### src/rtl/chan_cmd_spi_pkg.sv
package chan_cmd_spi_pkg;
  // strobes from the serial control to the datapath, one system cycle each
  typedef struct packed {
    logic selected;
    logic csFall;
    logic csRise;
    logic sclkRise;
    logic sclkFall;
  } strobe_t;
endpackage

### src/rtl/chan_cmd_spi_ctrl.sv
module chan_cmd_spi_ctrl
  import chan_cmd_spi_pkg::*;
#(
  parameter int SYNC_STAGES = 2
) (
  input  logic    clk,
  input  logic    rstN,
  input  logic    sclkPin,
  input  logic    csNPin,
  input  logic    mosiPin,
  output strobe_t strb,
  output logic    mosiBit
);
  localparam int LAST = SYNC_STAGES - 1;

  logic [LAST:0] sclkPipe, csPipe, mosiPipe;
  logic sclkPrev, csPrev;

  // select resets high (deselected), clock and data low
  always_ff @(posedge clk or negedge rstN) begin
    if (!rstN) begin
      sclkPipe <= '0;
      csPipe   <= '1;
      mosiPipe <= '0;
      sclkPrev <= 1'b0;
      csPrev   <= 1'b1;
    end else begin
      sclkPipe <= {sclkPipe[LAST-1:0], sclkPin};
      csPipe   <= {csPipe[LAST-1:0], csNPin};
      mosiPipe <= {mosiPipe[LAST-1:0], mosiPin};
      sclkPrev <= sclkPipe[LAST];
      csPrev   <= csPipe[LAST];
    end
  end

  logic csNow, sclkNow;
  assign csNow   = csPipe[LAST];
  assign sclkNow = sclkPipe[LAST];
  assign mosiBit = mosiPipe[LAST];

  always_comb begin
    strb.selected = ~csNow;
    strb.csFall   = csPrev & ~csNow;
    strb.csRise   = ~csPrev & csNow;
    // clock edges count only while selected
    strb.sclkRise = ~csNow & ~sclkPrev & sclkNow;
    strb.sclkFall = ~csNow & sclkPrev & ~sclkNow;
  end
endmodule

### src/rtl/chan_cmd_spi_datapath.sv
module chan_cmd_spi_datapath
  import chan_cmd_spi_pkg::*;
#(
  parameter int NUM_CH = 4,
  parameter int RB_W   = 8
) (
  input  logic              clk,
  input  logic              rstN,
  input  strobe_t           strb,
  input  logic              mosiBit,
  input  logic [NUM_CH-1:0] faultIn,
  output logic [NUM_CH-1:0] cmdReg,
  output logic              misoBit,
  output logic              misoOe,
  output logic              faultClr
);
  localparam int PAD = RB_W - NUM_CH;

  logic [NUM_CH-1:0] lastBits;
  logic [RB_W-1:0]   outReg;
  logic              heldBit;

  // receive side: keep the most recent NUM_CH bits and the newest bit
  always_ff @(posedge clk or negedge rstN) begin
    if (!rstN) begin
      lastBits <= '0;
      heldBit  <= 1'b0;
    end else if (strb.sclkRise) begin
      lastBits <= {lastBits[NUM_CH-2:0], mosiBit};
      heldBit  <= mosiBit;
    end
  end

  // transmit side: status load at select, then a chain shifter
  always_ff @(posedge clk or negedge rstN) begin
    if (!rstN) begin
      outReg <= '0;
    end else if (strb.csFall) begin
      outReg <= {{PAD{1'b0}}, faultIn};
    end else if (strb.sclkFall) begin
      outReg <= {outReg[RB_W-2:0], heldBit};
    end
  end

  always_ff @(posedge clk or negedge rstN) begin
    if (!rstN) begin
      cmdReg   <= '0;
      faultClr <= 1'b0;
    end else begin
      faultClr <= strb.csRise;
      if (strb.csRise) cmdReg <= lastBits;
    end
  end

  assign misoBit = outReg[RB_W-1];
  assign misoOe  = strb.selected;
endmodule

### src/rtl/chan_cmd_spi.sv
module chan_cmd_spi
  import chan_cmd_spi_pkg::*;
#(
  parameter int NUM_CH      = 4,
  parameter int RB_W        = 8,
  parameter int SYNC_STAGES = 2
) (
  input  logic              clk,
  input  logic              rstN,
  input  logic              spiSclk,
  input  logic              spiCsN,
  input  logic              spiMosi,
  output logic              spiMiso,
  output logic              spiMisoOe,
  input  logic [NUM_CH-1:0] pwmIn,
  input  logic [NUM_CH-1:0] faultIn,
  output logic [NUM_CH-1:0] chanOn,
  output logic              faultClr
);
  strobe_t           strb;
  logic              mosiBit;
  logic [NUM_CH-1:0] cmdReg;

  chan_cmd_spi_ctrl #(.SYNC_STAGES(SYNC_STAGES)) u_ctrl (
    .clk(clk), .rstN(rstN), .sclkPin(spiSclk), .csNPin(spiCsN),
    .mosiPin(spiMosi), .strb(strb), .mosiBit(mosiBit)
  );

  chan_cmd_spi_datapath #(.NUM_CH(NUM_CH), .RB_W(RB_W)) u_dp (
    .clk(clk), .rstN(rstN), .strb(strb), .mosiBit(mosiBit),
    .faultIn(faultIn), .cmdReg(cmdReg), .misoBit(spiMiso),
    .misoOe(spiMisoOe), .faultClr(faultClr)
  );

  // parallel inputs bypass the register for direct modulation
  assign chanOn = cmdReg | pwmIn;
endmodule

### config.mk
export PLATFORM = sky130hd
export DESIGN_NAME = chan_cmd_spi
export DESIGN_NICKNAME = d
export VERILOG_FILES = /design/src/rtl/chan_cmd_spi_pkg.sv /design/src/rtl/chan_cmd_spi_ctrl.sv /design/src/rtl/chan_cmd_spi_datapath.sv /design/src/rtl/chan_cmd_spi.sv
export SDC_FILE = /design/constraint.sdc
export NUM_CORES = 1
export LEC_CHECK = 0
export BUFFER_PORTS_ARGS = -buffer_cell sky130_fd_sc_hd__buf_2
export CORE_MARGIN = 3
export CORE_UTILIZATION = 45
export DETAILED_ROUTE_END_ITERATION = 6
export HOLD_SLACK_MARGIN = 0.1
export PLACE_DENSITY_LB_ADDON = 0.1
export SLEW_MARGIN = 20
export SYNTH_ARGS = -nofsm -noshare
export SYNTH_HDL_FRONTEND = slang
export SYNTH_SLANG_ARGS = --single-unit
export TNS_END_PERCENT = 30
### constraint.sdc
create_clock -name clk -period 2.52 [get_ports clk]
set_input_delay 0.252 -clock clk [delete_from_list [all_inputs] [get_ports clk]]
set_output_delay 0.252 -clock clk [all_outputs]
set_load 0.01 [all_outputs]
## After elaboration in Yosys (flattened, before gate mapping)

Cells that the tools add are included.

- Multiplexer cells: 2
- Bitwise logic cells: 11
- Reductions and logical operators: 1

Operators with widths:

| kind | count |
|---|---|
| 8-bit two-way mux | 2 |
| 1-bit AND | 6 |
| 1-bit NOT | 4 |
| 4-bit bitwise OR | 1 |
| 2-bit nonzero test | 1 |

- Register bits after elaboration: 26
- Input port bits: 13
- Output and inout bits: 7
- Logic and storage cells: 24

## Logic depth before layout (Yosys ltp)

- Word-level depth: 5
- Depth in mapped cells: 4
- Gate-level depth less buffers: 3

## By module

Synthesis repeated with hierarchy kept, for this count alone.

- Cells, all modules: 65
- Area, all modules: 930.9 um^2

Modules (own cells, without submodules):

| module | times used | cells an instance | area an instance (um^2) |
|---|---|---|---|
| chan_cmd_spi_datapath | 1 | 48 | 669.4 |
| chan_cmd_spi_ctrl | 1 | 13 | 236.5 |
| chan_cmd_spi | 1 | 4 | 25.0 |

## Worst setup path before layout

Ideal clock, no wire load.

- Path kind: register -> register
- Start: reg u_ctrl.csPipe[1]
- End: reg u_dp.outReg[3]
- Library setup time: 123 ps
- Data arrival time: 1254 ps
- Setup slack: 1143 ps
- Cell stages (with the launch flop): 5
- Path buffers: 1
- Clock period less this slack: 1377 ps
- Path through: dfstp_2 nor3b_2 buf_6 mux2_4 o221a_1

- Longest elaborated chain between the ends: 4

RTL lines:

| what | RTL line | source |
|---|---|---|
| from (decl) | chan_cmd_spi_ctrl.sv:16 | `logic [LAST:0] sclkPipe, csPipe, mosiPipe;` |
| from (signal assigned) | chan_cmd_spi_ctrl.sv:29 | `csPipe <= {csPipe[LAST-1:0], csNPin};` |
| 1-bit NOT * | chan_cmd_spi_ctrl.sv:43, chan_cmd_spi_ctrl.sv:47 |  |
| 1-bit AND (2 in a row) | chan_cmd_spi_ctrl.sv:47 | `strb.sclkFall = ~csNow & sclkPrev & ~sclkNow;` |
| 2-bit nonzero test (no source line) | -- |  |
| to (signal assigned) | chan_cmd_spi_datapath.sv:39 | `outReg <= {{PAD{1'b0}}, faultIn};` |
| to (signal assigned) | chan_cmd_spi_datapath.sv:41 | `outReg <= {outReg[RB_W-2:0], heldBit};` |
| to (decl) | chan_cmd_spi_datapath.sv:20 | `logic [RB_W-1:0] outReg;` |

Mark *: on every way between the ends. The rest lies on a longest branch, timed or not.
A chain may end at the register's enable or synchronous reset.

## Final worst setup path

Ends and elaborated chain as after synthesis.

==> run_results.csv <==
group,metric,value,unit
outcome,status,"completed",
worst_setup_path,cpPeakStageDelay,0.66,ns
floorplan,dieArea,2700,um2
clocking,cts_tree,"built",
cells_and_area,drive_above_1_share,0.461,
floorplan,ios,20,
cells_and_area,final_cells,116,
sta,post-route-period-util,0.703,
drt,drt-pass1-iter-count,1,
drt,vias,560,
synthesis,yosysUniqueCellTypes,18,
drt,wire_per_inst,13.0,um
synthesis,synth_seq_cells,25,
clocking,cts-buffers-inserted,3,
global_route,grt_usage,0.129,
sta,setup_tns,0,ns
floorplan,die_w,52,um
drt,antenna_left,0,
sta,rsz0062_at_grt,"false",
power,p_leak,0.000514,uW
cells_and_area,antenna_cells,0,
min_path,hold_class,"in -> reg",
global_route,grt_pass1_vias,553,
clocking,clockBufferDepth,2,
global_route,antenna_found_initial,0,
cells_and_area,multi_input_area,304,um2
power,p_total,841,uW
drt,topRoutingLayerUsed,"met4",
clocking,cts_num_sinks,25,
worst_setup_path,crit_required,2.74,ns
clocking,htreeDepth,1,
sta,drv_slew,0,
worst_setup_path,r2r_slack,0.75,ns
drt,met2_length,694,um
drt,drt_iter0_markers,0,
floorplan,die_h,52,um
sta,min_period,1.77,ns
cells_and_area,utilization,0.573,
placed_design,dp_cells,108,
power,power_per_cell_area,740,nW/um2
synthesis,synth_warnings,0,
drt,drt-met1-wl,728,um
clocking,clock_latency,0.32,ns
cells_and_area,register_area,629,um2
cells_and_area,layout_common_cells,"dfrtp_1, buf_2, mux2_2",
clocking,cts-root-buf,"clkbuf_4",
cells_and_area,finalInstanceArea,1140,um2
cells_and_area,mostFrequentLayoutCell,"dfrtp_1",
cells_and_area,num-fill-cells,173,
synthesis,synth_top_area_cell,"dfrtp_1",
worst_setup_path,cp_slowest_cell,"nor3b_2",
sta,worst_slew_pin_slew,0.771,ns
sta,finalHoldViolCount,0,
drt,drc,0,
synthesis,synth_area,952,um2
clocking,ctsResizeCount,0,
global_route,overflow,0,
worst_setup_path,worstPathCellList,"nor3b_2 -> mux2_4 -> o221a_1",
worst_setup_path,end_kind,"register",
synthesis,ys_top_cells_by_area,"dfrtp_1, mux2_2, dfstp_2",
drt,met3WireLength,63,um
synthesis,ys_seq_area_frac,0.661,
synthesis,synth_fp_nets,77,
synthesis,yosys.area.top_type_share,0.578,
sta,clock.fmax,564,MHz
placed_design,placed_area,1070,um2
power,irDropWorstVdd,0.550,mV
floorplan,design.core.area,1980,um2
drt,wirelength,1.51,mm
cells_and_area,areaGrowthSynthToFinish,19.3,%
clocking,path_clk_slew,0.14,ns
worst_setup_path,setup.worst_path.start_class,"register",
drt,avgViaCountPerCell,4.83,
sta,slew_headroom,0.484,
floorplan,rows,16,
global_route,grt_pass1_wl,2.55,mm
cells_and_area,finalNetCount,103,
worst_setup_path,criticalPathCategory,"reg -> reg",
placed_design,io_buffers,19,
placed_design,gp_congestion,0.750,
worst_setup_path,arrival,1.99,ns
floorplan,start_util,0.480,
sta,setup_viol_count_final,0,
placed_design,dpl.hpwl,1.01,mm
worst_setup_path,critPathMaxFanout,8,
sta,skew,0.0107,ns
global_route,grt_max_degree,26,
flow_run,maxCapViolations,0,
synthesis,syn_area_per_cell,14.9,um2
synthesis,synthCells,64,
-- registers in the layout (all words and copies together), names as in the netlist --
signal           cells
u_dp.outReg          8
u_dp.cmdReg          4
u_dp.lastBits        4
u_ctrl.csPipe        2
u_ctrl.mosiPipe      2
u_ctrl.sclkPipe      2
u_ctrl.csPrev        1
u_ctrl.sclkPrev      1
u_dp.faultClr        1
-- path summary, 6_finish.rpt --
check / from / endpoint / depth (start not counted)
max: u_ctrl.csPipe[1] / u_dp.outReg[3] / 3
min: faultIn[2] / u_dp.outReg[2] / 3
max reg2reg: u_ctrl.csPipe[1] / u_dp.outReg[3] / 3
min reg2reg: u_ctrl.csPipe[0] / u_ctrl.csPipe[1] / 0
max in group asynchronous: rstN / u_ctrl.csPrev / 2
min in group asynchronous: rstN / u_dp.outReg[7] / 2
-- synthesized netlist by cell type --
master / instances
a22oi_1: 3
and2b_1: 1
buf_6: 1
clkbuf_1: 1
dfrtp_1: 22
dfstp_2: 3
inv_1: 1
mux2_2: 8
mux2_4: 1
mux2i_1: 7
nand2b_1: 1
nor2_1: 4
nor2_2: 1
nor3b_1: 1
nor3b_2: 1
o21ai_0: 3
o221a_1: 1
or2_2: 4
-- kinds of logic after synthesis --
kind of cell	Yosys count	synth area share
AND/OR/NAND/NOR	13	0.0841
buffers and inverters	3	0.0197
multiplexers	16	0.184
flip-flops	25	0.661
AO/OA/AOI/OAI	7	0.0512
-- stage by stage --
stage,setup WS (ns),hold WS (ns)
6_report,0.748,0.156
5_1_grt,0.664,0.171
4_1_cts,0.741,0.148
3_5_place_dp,0.755,0.268
3_3_place_gp,0.797,0.264
2_1_floorplan,1.14,-0.0436
-- cell type report --
cell class | count | area share
clock buffers | 3 | 0.0198
clock inverters | 1 | 0.00661
inverters | 1 | 0.00330
multi-input cells | 36 | 0.268
flip-flops and latches | 25 | 0.554
well taps | 27 | 0.0297
repair buffers | 23 | 0.119
-- per-layer routing --
layer | GRT usage | up-vias
met5 | 0 | -
li1 | - | 273
met3 | 0.0344 | 2
met4 | 0.0393 | 0
met2 | 0.213 | 14
met1 | 0.163 | 271
-- what timing repair did --
action	CTS	global route
hold buffers	4	0
hold endpoints to repair	25	0
buffers inserted	0	0
-- report_power, final --
| group | leakage [uW] | total (uW) | internal, uW | switching (uW) |
|---|---|---|---|---|
| registers | 0.000301 | 516 | 473 | 42.4 |
| clock network | 0.0000139 | 182 | 60.7 | 121 |
| logic | 0.000199 | 143 | 89.1 | 53.6 |
-- critical path, delay by kind of cell, from the launching register on --
family,cells,cell delay (ns)
multiplexers,1,0.35
AO/OA/AOI/OAI,1,0.22
AND/OR/NAND/NOR,1,0.66
flip-flops,1,0.44
Power figures use the tool's default switching activity.
